`src/rtl/pip_pkg.sv`:
```
package pip_pkg;
  typedef enum logic [1:0] {
    ST_IDLE = 2'd0,
    ST_RUN  = 2'd1,
    ST_DONE = 2'd2,
    ST_ERR  = 2'd3
  } pip_state_e;
endpackage

```
`src/rtl/pip_beat_ctr.sv`:
```
module pip_beat_ctr #(
  parameter int CNT_W = 16
) (
  input  logic             clk_i,
  input  logic             rst_ni,
  input  logic             clr_i,
  input  logic             adv_i,
  input  logic [CNT_W-1:0] total_i,
  output logic [CNT_W-1:0] cnt_o,
  output logic             last_o
);
  logic [CNT_W-1:0] cnt_q, cnt_d;

  always_comb begin
    cnt_d = cnt_q;
    if (clr_i)      cnt_d = '0;
    else if (adv_i) cnt_d = cnt_q + CNT_W'(1);
  end

  always_ff @(posedge clk_i or negedge rst_ni) begin
    if (!rst_ni) cnt_q <= '0;
    else         cnt_q <= cnt_d;
  end

  assign cnt_o  = cnt_q;
  assign last_o = ((cnt_q + CNT_W'(1)) == total_i);
endmodule

```
`src/rtl/pip_row_ctr.sv`:
```
module pip_row_ctr #(
  parameter int CNT_W = 16
) (
  input  logic             clk_i,
  input  logic             rst_ni,
  input  logic             clr_i,
  input  logic             adv_i,
  input  logic [CNT_W-1:0] width_i,
  output logic             wrap_o
);
  logic [CNT_W-1:0] pos_q, pos_d;
  logic             at_edge;

  assign at_edge = ((pos_q + CNT_W'(1)) == width_i);

  always_comb begin
    pos_d = pos_q;
    if (clr_i)      pos_d = '0;
    else if (adv_i) pos_d = at_edge ? '0 : pos_q + CNT_W'(1);
  end

  always_ff @(posedge clk_i or negedge rst_ni) begin
    if (!rst_ni) pos_q <= '0;
    else         pos_q <= pos_d;
  end

  assign wrap_o = at_edge;

  // the in-row position always stays inside the window while advancing
  assert_row_in_window_R5: assert property (@(posedge clk_i) disable iff (!rst_ni)
    adv_i |-> (pos_q < width_i));
endmodule

```
`src/rtl/pip_addr_reg.sv`:
```
module pip_addr_reg #(
  parameter int ADDR_W = 32
) (
  input  logic              clk_i,
  input  logic              rst_ni,
  input  logic              load_i,
  input  logic [ADDR_W-1:0] load_val_i,
  input  logic              adv_i,
  input  logic              skip_i,
  input  logic [ADDR_W-1:0] step_i,
  input  logic [ADDR_W-1:0] hole_i,
  output logic [ADDR_W-1:0] addr_o
);
  logic [ADDR_W-1:0] addr_q, addr_d;
  logic [ADDR_W-1:0] extra;

  assign extra = skip_i ? hole_i : '0;

  always_comb begin
    addr_d = addr_q;
    if (load_i)     addr_d = load_val_i;
    else if (adv_i) addr_d = addr_q + step_i + extra;
  end

  always_ff @(posedge clk_i or negedge rst_ni) begin
    if (!rst_ni) addr_q <= '0;
    else         addr_q <= addr_d;
  end

  assign addr_o = addr_q;
endmodule

```
`src/rtl/pip_addr_gen.sv`:
```
module pip_addr_gen
  import pip_pkg::*;
#(
  parameter int ADDR_W = 32,
  parameter int CNT_W  = 16
) (
  input  logic              clk_i,
  input  logic              rst_ni,
  input  logic              start_i,
  input  logic              pip_en_i,
  input  logic [ADDR_W-1:0] base_addr_i,
  input  logic [ADDR_W-1:0] step_i,
  input  logic [CNT_W-1:0]  win_width_i,
  input  logic [CNT_W-1:0]  img_width_i,
  input  logic [CNT_W-1:0]  total_i,
  input  logic              beat_i,
  output logic [ADDR_W-1:0] addr_o,
  output logic              busy_o,
  output logic              done_o,
  output logic              err_o
);
  pip_state_e        state_q, state_d;
  logic [ADDR_W-1:0] step_q, hole_q, hole_d;
  logic [CNT_W-1:0]  win_q, total_q;
  logic              pip_q;
  logic              cfg_bad, adv, last, row_wrap;
  logic [CNT_W-1:0]  beat_cnt;

  assign cfg_bad = pip_en_i && ((win_width_i == '0) || (img_width_i < win_width_i));
  assign adv     = (state_q == ST_RUN) && beat_i && !start_i;
  assign hole_d  = pip_en_i ? ADDR_W'(img_width_i - win_width_i) * step_i : '0;

  // next-state logic
  always_comb begin
    state_d = state_q;
    if (start_i) begin
      if (cfg_bad)               state_d = ST_ERR;
      else if (total_i == '0)    state_d = ST_DONE;
      else                       state_d = ST_RUN;
    end else if (adv && last) begin
      state_d = ST_DONE;
    end
  end

  always_ff @(posedge clk_i or negedge rst_ni) begin
    if (!rst_ni) state_q <= ST_IDLE;
    else         state_q <= state_d;
  end

  // configuration captured only on start
  always_ff @(posedge clk_i or negedge rst_ni) begin
    if (!rst_ni) begin
      step_q  <= '0;
      hole_q  <= '0;
      win_q   <= '0;
      total_q <= '0;
      pip_q   <= 1'b0;
    end else if (start_i) begin
      step_q  <= step_i;
      hole_q  <= hole_d;
      win_q   <= win_width_i;
      total_q <= total_i;
      pip_q   <= pip_en_i;
    end
  end

  pip_beat_ctr #(.CNT_W(CNT_W)) i_beat_ctr (
    .clk_i   (clk_i),
    .rst_ni  (rst_ni),
    .clr_i   (start_i),
    .adv_i   (adv),
    .total_i (total_q),
    .cnt_o   (beat_cnt),
    .last_o  (last)
  );

  pip_row_ctr #(.CNT_W(CNT_W)) i_row_ctr (
    .clk_i   (clk_i),
    .rst_ni  (rst_ni),
    .clr_i   (start_i),
    .adv_i   (adv && pip_q),
    .width_i (win_q),
    .wrap_o  (row_wrap)
  );

  pip_addr_reg #(.ADDR_W(ADDR_W)) i_addr_reg (
    .clk_i      (clk_i),
    .rst_ni     (rst_ni),
    .load_i     (start_i),
    .load_val_i (base_addr_i),
    .adv_i      (adv && !last),
    .skip_i     (row_wrap && pip_q),
    .step_i     (step_q),
    .hole_i     (hole_q),
    .addr_o     (addr_o)
  );

  assign busy_o = (state_q == ST_RUN);
  assign done_o = (state_q == ST_DONE);
  assign err_o  = (state_q == ST_ERR);

  assert_start_load_R2: assert property (@(posedge clk_i) disable iff (!rst_ni)
    (start_i && !cfg_bad && (total_i != '0)) |=> (busy_o && (addr_o == $past(base_addr_i))));

  assert_plain_step_R3: assert property (@(posedge clk_i) disable iff (!rst_ni)
    (adv && !last && !pip_q) |=> (addr_o == $past(addr_o) + $past(step_q)));

  assert_final_freeze_R6: assert property (@(posedge clk_i) disable iff (!rst_ni)
    (adv && last) |=> (done_o && !busy_o && $stable(addr_o)));

  assert_count_bound_R6: assert property (@(posedge clk_i) disable iff (!rst_ni)
    busy_o |-> (beat_cnt < total_q));

  assert_idle_hold_R7: assert property (@(posedge clk_i) disable iff (!rst_ni)
    (!busy_o && !start_i) |=> $stable(addr_o));

  assert_reject_R8: assert property (@(posedge clk_i) disable iff (!rst_ni)
    (start_i && pip_en_i && (win_width_i == '0)) |=> (err_o && !busy_o));

  assert_stall_hold_R11: assert property (@(posedge clk_i) disable iff (!rst_ni)
    (busy_o && !beat_i && !start_i) |=> $stable(addr_o));
endmodule

```
`config.mk`:
```
export PLATFORM = sky130hd
export DESIGN_NAME = pip_addr_gen
export DESIGN_NICKNAME = d
export VERILOG_FILES = /design/src/rtl/pip_pkg.sv /design/src/rtl/pip_beat_ctr.sv /design/src/rtl/pip_row_ctr.sv /design/src/rtl/pip_addr_reg.sv /design/src/rtl/pip_addr_gen.sv
export SDC_FILE = /design/constraint.sdc
export NUM_CORES = 1
export LEC_CHECK = 0
export BUFFER_PORTS_ARGS = -buffer_cell sky130_fd_sc_hd__buf_2
export CAP_MARGIN = 15
export CELL_PAD_IN_SITES_DETAIL_PLACEMENT = 0
export CELL_PAD_IN_SITES_GLOBAL_PLACEMENT = 1
export CORE_MARGIN = 8
export CORE_UTILIZATION = 41
export DETAILED_ROUTE_END_ITERATION = 12
export PLACE_DENSITY = 0.78
export SLEW_MARGIN = 20
export SYNTH_ARGS = -nofsm -noshare
export SYNTH_HDL_FRONTEND = slang
export SYNTH_SLANG_ARGS = --single-unit
```
`constraint.sdc`:
```
create_clock -name clk_i -period 12.3 [get_ports clk_i]
set_input_delay 1.23 -clock clk_i [delete_from_list [all_inputs] [get_ports clk_i]]
set_output_delay 1.23 -clock clk_i [all_outputs]
set_load 0.02 [all_outputs]
```
==> results.sh, run 1 <==
export IMPL_drc_errors=0
export IMPL_cts_tree="built"
export IMPL_synth_seq_cells=163
export IMPL_critPathMaxStageDelay_ps=620
export IMPL_tightest_slew_ps=1100
export IMPL_rsz0062_at_grt="no"
export IMPL_grt_pass1_vias=19200
export IMPL_post_dp_hpwl_mm=50.8
export IMPL_hold_violations=0
export IMPL_cts_clk_slew_worst_paths_ps=60
export IMPL_die_w_um=255
export IMPL_whs_path_depth=1
export IMPL_synth_top_area_share=0.301
export IMPL_crit_fanout=16
export IMPL_drive_gt1_frac=0.117
export IMPL_cts_resized_gates=0
export IMPL_critPathKind="in -> reg"
export IMPL_syn_to_final_growth_pct=8.58
export IMPL_vias=17900
export IMPL_yosysWarningCount=0
export IMPL_antenna_found_initial=5
export IMPL_critPathTopFamily="adder cells"
export IMPL_hold_buffers=0
export IMPL_start_kind="input pin"
export IMPL_cts_setup_buffers=0
export IMPL_dieHeight_um=255
export IMPL_fin_skew_ps=12.8
export IMPL_synthCells=2591
export IMPL_min_period_ps=9550
export IMPL_multi_input_area_mm2=0.0171
export IMPL_nNetsFinal=3274
export IMPL_antenna_left=0
export IMPL_wirelength_mm=64.9
export IMPL_status="finished clean"
export IMPL_drt_vias_per_instance=5.22
export IMPL_critPathRequiredTime_ps=12660
export IMPL_cap_violations=0
export IMPL_yosysSeqAreaShare=0.174
export IMPL_avgSynthCellArea_um2=9.04
export IMPL_cts_sinks=163
export IMPL_core_mm2=0.0565
export IMPL_wl_per_cell_um=18.9
export IMPL_yosysUniqueCellTypes=89
export IMPL_hp_class="reg -> reg"
export IMPL_cp_end_kind="register"
export IMPL_fmax_ghz=0.105
export IMPL_io_buffers=151
export IMPL_seqCellArea_mm2=0.00408
export IMPL_cts_root_buf="clkbuf_16"
export IMPL_ys_flop_type="dfrtp_1"
export IMPL_fillers=5476
export IMPL_tns_ps=0
export IMPL_io_pins=152
export IMPL_slew_violations=0
export IMPL_worst_path_buf_inv=3
export IMPL_dieArea_mm2=0.0650
export IMPL_synth_nets=3203
export IMPL_crit_arrival_ps=9910
export IMPL_worstRegToRegCells=27
export IMPL_setup_viol=0
export IMPL_cts_made_buffers=17
export IMPL_cp_depth=32
export IMPL_cts_path_max_buffers=2
export IMPL_synth_area_leaders="fa_1 30%, dfrtp_1 17%, ha_1 7.6%"
export IMPL_synth_top_cell_by_area="fa_1"
export IMPL_synthArstFlopShare=1.00
export IMPL_htree_levels=4
export IMPL_slew_headroom=0.261
export IMPL_grt_overflow=0
export IMPL_syn_area_mm2=0.0234
export IMPL_grt_max_degree=80
export IMPL_grt_first_pass_wirelength_mm=105
export IMPL_track_usage=0.204
export IMPL_cp_slowest_cell="nand2b_1"
export IMPL_rows=87
export IMPL_clock_latency_ps=450
export IMPL_drt_iter0_drc=997
export IMPL_finalCritPeriodShare=0.776
export IMPL_routabilityCongestion=0.896
export IMPL_drt_pre_antenna_iters=5
export IMPL_start_util=0.415
export IMPL_cpMostUsedCell="fa_1"
export IMPL_synth_edf_count=0
## flip-flops by register name, indices dropped and copies added (netlist names)
name	flops
i_row_ctr.pos_q	16
pip_q	1
i_addr_reg.addr_o	32
i_beat_ctr.cnt_o	16
hole_q	32
total_q	16
state_q	2
win_q	16
step_q	32
## layer usage
| layer | share of wire | routed length, um | track usage |
|---|---|---|---|
| met4 | 0.027 | 1750 | 0.0588 |
| met1 | 0.44 | 28800 | 0.271 |
| met2 | 0.47 | 30400 | 0.339 |
| met3 | 0.062 | 4030 | 0.0371 |
| met5 | 0.00022 | 14 | 0 |
## area by class of cell
type	count	area share
Clock inverter	15	0.00753
Antenna cell	1	0.0000984
Inverter	460	0.0679
Timing Repair Buffer	172	0.0364
Clock buffer	17	0.0167
Multi-Input combinational cell	1848	0.674
Tap cell	756	0.0372
Sequential cell	163	0.160
## synthesized netlist by cell type, drive strengths merged, types with 40 or more instances
cell,n
ha,143
fa,352
nor2,98
mux2,64
and3,45
clkbuf,105
o21ai,101
a21oi,94
inv,459
and2,87
nand2,332
nand3,43
xor2,40
dfrtp,163
xnor2,99
nor2b,73
## worst paths after layout
check                                    from                     to  slack, ps
max                            win_width_i[0]             hole_q[31]       2750
max reg2reg                i_row_ctr.pos_q[0]  i_addr_reg.addr_o[31]       5790
min reg2reg                        hole_q[18]             hole_q[18]        490
max in group asynchronous              rst_ni              hole_q[7]      10290
min in group asynchronous              rst_ni             total_q[4]        730
min                                hole_q[18]             hole_q[18]        490
## cell usage in the layout (no fill, tap or decap), types with 64 or more instances in the layout
cell / netlist / layout
nor2_1: 96 / 95
fa_1: 352 / 352
nand2_1: 330 / 330
dfrtp_1: 163 / 163
mux2_2: 64 / 64
nor2b_1: 73 / 73
and2_1: 86 / 86
a21oi_1: 93 / 93
xnor2_1: 95 / 93
o21ai_0: 72 / 72
buf_2: 4 / 149
inv_1: 459 / 459
ha_1: 143 / 143
## through the flow
stage	instance area, um2	instances	worst slack [ps]	hold slack, ps	utilization
floorplan	23400	2591	3310	447	-
global placement	24800	3399	2540	475	0.439
detailed placement	24800	3399	2370	481	0.439
CTS	25400	3431	2850	499	0.450
global route	25400	3432	2150	513	0.450
finish	25400	3432	2750	493	0.450
## cell families (layout without fill, tap and decap cells)
| group | Yosys count | count (layout) | share of synthesized area |
|---|---|---|---|
| AO/OA/AOI/OAI | 346 | 346 | 0.0961 |
| XOR/XNOR | 141 | 141 | 0.0557 |
| adder cells (fa/ha/maj) | 495 | 495 | 0.377 |
| buffers and inverters | 580 | 664 | 0.0952 |
| flip-flops | 163 | 163 | 0.174 |
| multiplexers | 73 | 73 | 0.0346 |
| other | 0 | 1 | 0 |
| AND/OR/NAND/NOR | 793 | 793 | 0.167 |
Power of run 1 is left out: the tool's default activity adds up to more than one toggle a clock period on the data nets, which glitch-free logic cannot reach.
==> run 2, diff against run 1 <==
- PLACE_DENSITY: 0.78 -> 0.81
- clock period: 12.3 -> 8.1 ns (I/O delays scaled with it)
==> run 2 against run 1 <==
  * The flow now finishes with violations (setup timing)
  * Critical path depth rose by 2
  * Cell count rose by 5.2%
  * Highest routed layer is now met4
  * Register-to-register slack got worse by 4200 ps
  * Worst setup slack got worse by 2800 ps
  * Count of clock-buffer cells in the layout did not move
  * Routed wire length fell by 0.59%
  * Sequential share of layout area fell by 1.0 points
  * First-iteration DRC count rose by 1.5%
  * Critical endpoint unchanged
  * Hold slack got worse by 38 ps
  * Clock skew fell by 4.0 ps
==> results.sh, run 2 (synthesis gave the netlist of run 1 again) <==
export IMPL_worst_path_buf_inv=5
export IMPL_worst_slack_ps=-22.8
export IMPL_critPathMaxStageDelay_ps=530
export IMPL_fin_skew_ps=8.81
export IMPL_dieHeight_um=255
export IMPL_tns_ps=-22.8
export IMPL_grt_pass1_vias=19900
export IMPL_fillers=5268
export IMPL_drc_errors=0
export IMPL_cp_end_kind="register"
export IMPL_clock_latency_ps=450
export IMPL_grt_first_pass_wirelength_mm=105
export IMPL_status="finished with violations"
export IMPL_antenna_found_initial=3
export IMPL_critPathRequiredTime_ps=8470
export IMPL_grt_max_degree=106
export IMPL_routabilityCongestion=0.910
export IMPL_cts_made_buffers=17
export IMPL_crit_fanout=6
export IMPL_cts_root_buf="clkbuf_16"
export IMPL_setup_viol=1
export IMPL_io_pins=152
export IMPL_critPathTopFamily="adder cells"
export IMPL_drt_iter0_drc=1012
export IMPL_hold_buffers=0
export IMPL_htree_levels=4
export IMPL_most_common_layout_cells="459 x inv_1, 348 x fa_1, 330 x nand2_1, 185 x buf_4, 163 x dfrtp_1"
export IMPL_post_dp_hpwl_mm=52.6
export IMPL_nNetsFinal=3452
export IMPL_rows=87
export IMPL_setup_worst_path_start="win_width_i[0]"
export IMPL_grt_overflow=0
export IMPL_vias=18800
export IMPL_start_util=0.415
export IMPL_start_kind="input pin"
export IMPL_dieArea_mm2=0.0650
export IMPL_hp_class="in -> async"
export IMPL_rsz0062_at_grt="yes"
export IMPL_finalCritPeriodShare=1.00
export IMPL_seqCellArea_mm2=0.00408
export IMPL_final_common_cell="inv_1"
export IMPL_wirelength_mm=64.5
export IMPL_core_mm2=0.0565
export IMPL_cts_sinks=163
export IMPL_slew_violations=0
export IMPL_min_period_ps=8120
export IMPL_cts_path_max_buffers=2
export IMPL_cp_slowest_cell="fa_1"
export IMPL_die_w_um=255
export IMPL_hold_violations=0
export IMPL_track_usage=0.201
export IMPL_cts_clk_slew_worst_paths_ps=70
export IMPL_slew_headroom=0.302
export IMPL_failed_checks="setup timing"
export IMPL_cap_violations=0
export IMPL_drt_pre_antenna_iters=5
export IMPL_drive_gt1_frac=0.184
export IMPL_tightest_slew_ps=1050
export IMPL_drt_vias_per_instance=5.20
export IMPL_cts_tree="built"
export IMPL_fmax_ghz=0.123
export IMPL_antenna_left=0
export IMPL_critPathKind="in -> reg"
export IMPL_crit_arrival_ps=8490
export IMPL_cpMostUsedCell="fa_1"
export IMPL_wl_per_cell_um=17.9
export IMPL_r2r_start="i_row_ctr.pos_q[0]"
export IMPL_io_buffers=151
export IMPL_syn_to_final_growth_pct=15.8
export IMPL_multi_input_area_mm2=0.0174
==> run 2: changes by cell type in the layout (fill, tap and decap cells not counted), moves of 4 or more <==
cell,previous run,this run
buf_4,21,185
buf_12,0,10
ha_1,143,135
a21oi_1,93,87
a21oi_2,1,7
ha_4,0,6
inv_6,5,0
clkinv_4,1,5
fa_1,352,348
fa_2,0,4
xnor2_1,93,89
==> run 2: layout make-up <==
type,count,share of cell area
multi-input combinational,1848,0.641
sequential,163,0.150
timing repair buffer,350,0.0884
inverter,460,0.0637
tap,756,0.0349
clock buffer,17,0.0157
clock inverter,15,0.00618
antenna,1,0.0000923
==> run 2: final timing paths <==
check,cells after the start,slack (ps),end
setup reg to reg,27,1580,i_addr_reg.addr_o[31]
hold / removal,1,460,i_beat_ctr.cnt_o[5]
setup / recovery,34,-20,hole_q[31]
max in group asynchronous,2,6350,hole_q[28]
hold reg to reg,1,500,hole_q[0]
min in group clk_i,1,500,hole_q[0]
==> run 2: what timing repair did <==
action	4_1_cts	5_1_grt
pin swaps	13	6
endpoints found under the setup margin	1	6
gates cloned	0	1
gates resized for setup	9	19
buffers inserted	5	9
endpoints found under the hold margin	0	0
==> run 2: metal layers <==
metal / global-route usage / part of all wire / up-vias
met1: 0.270 / 0.44 / 9470
li1: - / - / 8676
met5: 0 / 0 / -
met2: 0.341 / 0.48 / 523
met3: 0.0240 / 0.053 / 97
met4: 0.0611 / 0.028 / 0
==> run 2: stage by stage <==
stage / hold slack, ps / cell area, um2 / instances / util / setup WS, ps
CTS: 499 / 27000 / 3599 / 0.477 / 3.59
floorplan: 447 / 23600 / 2591 / - / -131
detailed placement: 488 / 26300 / 3562 / 0.465 / -706
global placement: 476 / 26300 / 3562 / 0.465 / -512
finish: 455 / 27100 / 3610 / 0.480 / -22.8
global route: 516 / 27100 / 3610 / 0.480 / -356
==> run 2: worst reg2reg max path, delay by kind of cell, from the launching register on <==
family / cells / cell delay, ps
AND/OR/NAND/NOR: 10 / 2230
AO/OA/AOI/OAI: 9 / 1840
buffers and inverters: 3 / 460
XOR/XNOR: 1 / 120
flip-flops: 1 / 450
adder cells (fa/ha/maj): 4 / 1340
Power of run 2 is left out for the same reason.
==> run 3, diff against run 2 <==
- CTS_CLUSTER_DIAMETER: unset -> 60
- PLACE_DENSITY: 0.81 -> unset
- PLACE_DENSITY_LB_ADDON: unset -> 0.1
==> run 3 against run 2 <==
  * Die area is the same
  * The run still ends with setup timing left
  * Sequential share of layout area shrank 0.095 points
  * Flip-flop and latch count is the same
  * Global-route usage grew 1.7 points
==> results.sh, run 3 (synthesis gave the netlist of run 1 again) <==
export IMPL_cts_path_max_buffers=2
export IMPL_cts_made_buffers=17
export IMPL_worst_slack_ps=-34.3
export IMPL_tns_ps=-34.3
export IMPL_clock_latency_ps=450
export IMPL_crit_arrival_ps=8510
export IMPL_core_mm2=0.0565
export IMPL_critPathRequiredTime_ps=8480
export IMPL_status="finished with violations"
export IMPL_routabilityCongestion=0.860
export IMPL_fin_skew_ps=13.3
export IMPL_dieArea_mm2=0.0650
export IMPL_critPathKind="in -> reg"
export IMPL_tightest_slew_ps=957
export IMPL_setup_viol=1
export IMPL_hold_violations=0
export IMPL_most_common_layout_cells="457 x inv_1, 341 x fa_1, 330 x nand2_1, 197 x buf_4, 163 x dfrtp_1"
export IMPL_post_dp_hpwl_mm=56.2
export IMPL_slew_violations=0
export IMPL_cts_root_buf="clkbuf_16"
export IMPL_die_w_um=255
export IMPL_cts_sinks=163
export IMPL_rows=87
export IMPL_grt_pass1_vias=19500
export IMPL_grt_max_degree=95
export IMPL_grt_first_pass_wirelength_mm=112
export IMPL_place_area_mm2=0.0264
export IMPL_fmax_ghz=0.123
export IMPL_htree_levels=4
export IMPL_grt_overflow=0
export IMPL_dieHeight_um=255
export IMPL_cp_end_kind="register"
export IMPL_cap_violations=0
export IMPL_io_pins=152
export IMPL_wl_per_cell_um=19.1
export IMPL_drt_iter0_drc=931
export IMPL_cts_tree="built"
export IMPL_syn_to_final_growth_pct=16.5
export IMPL_track_usage=0.219
export IMPL_wirelength_mm=69.2
export IMPL_failed_checks="setup timing"
export IMPL_drt_pre_antenna_iters=5
export IMPL_drc_errors=0
export IMPL_crit_fanout=7
export IMPL_min_period_ps=8130
export IMPL_cp_slowest_cell="fa_1"
export IMPL_final_common_cell="inv_1"
export IMPL_hp_class="in -> async"
export IMPL_drt_vias_per_instance=5.08
export IMPL_start_util=0.415
export IMPL_vias=18400
export IMPL_dp_slack_ps=-821
export IMPL_final_area_mm2=0.0273
export IMPL_io_buffers=151
export IMPL_drive_gt1_frac=0.193
export IMPL_cpMostUsedCell="fa_1"
export IMPL_fillers=5423
export IMPL_start_kind="input pin"
export IMPL_nNetsFinal=3463
export IMPL_rsz0062_at_grt="yes"
export IMPL_cts_clk_slew_worst_paths_ps=70
export IMPL_antenna_left=0
export IMPL_slew_headroom=0.362
export IMPL_critPathMaxStageDelay_ps=530
export IMPL_antenna_found_initial=5
export IMPL_finalCritPeriodShare=1.00
## run 3: metrics by stage
step                      std cells  utilization  hold WS [ps]
final                          3621        0.483           423
after global routing           3620        0.483           482
after CTS                      3619        0.481           461
after detailed placement       3578        0.467           492
after global placement         3578        0.467           473
after floorplan                2591            -           447
## run 3: per-layer routing
metal | GRT usage | part of all wire
met5 | 0 | 0
met4 | 0.0500 | 0.017
met3 | 0.0224 | 0.045
met2 | 0.346 | 0.45
met1 | 0.322 | 0.49
## run 3: what timing repair did
action                     CTS  global route
setup endpoints to repair    1             7
pin swaps                   36             6
setup buffers                8             1
resized for setup           33            16
hold buffers                 0             0
gates cloned                 2             0
## run 3: cell type report
| type | count | area [um2] | share of cell area |
|---|---|---|---|
| multi-input combinational | 1848 | 17500 | 0.640 |
| sequential | 163 | 4080 | 0.149 |
| timing repair buffer | 361 | 2500 | 0.0915 |
| inverter | 460 | 1730 | 0.0633 |
| tap | 756 | 946 | 0.0347 |
| clock buffer | 17 | 425 | 0.0156 |
| clock inverter | 15 | 140 | 0.00514 |
| antenna | 1 | 2.50 | 0.0000917 |
## run 3: critical path: cells and delay by family
| family | cells | cell delay (ps) |
|---|---|---|
| xor+xnor | 1 | 230 |
| buf+inv | 5 | 470 |
| fa+ha+maj | 8 | 3330 |
| simple gates | 6 | 920 |
| compound gates | 13 | 2750 |
## run 3: path summary, 6_finish.rpt
| path | startpoint | endpoint | slack, ps | depth (start not counted) |
|---|---|---|---|---|
| setup / recovery | win_width_i[1] | hole_q[31] | -30 | 33 |
| hold / removal | rst_ni | i_addr_reg.addr_o[3] | 420 | 1 |
| setup reg to reg | i_row_ctr.pos_q[0] | i_addr_reg.addr_o[31] | 1240 | 26 |
| hold reg to reg | hole_q[1] | hole_q[1] | 510 | 1 |
| max in group asynchronous | rst_ni | total_q[13] | 6140 | 2 |
| min in group clk_i | hole_q[1] | hole_q[1] | 510 | 1 |
Power of run 3 is left out for the same reason.
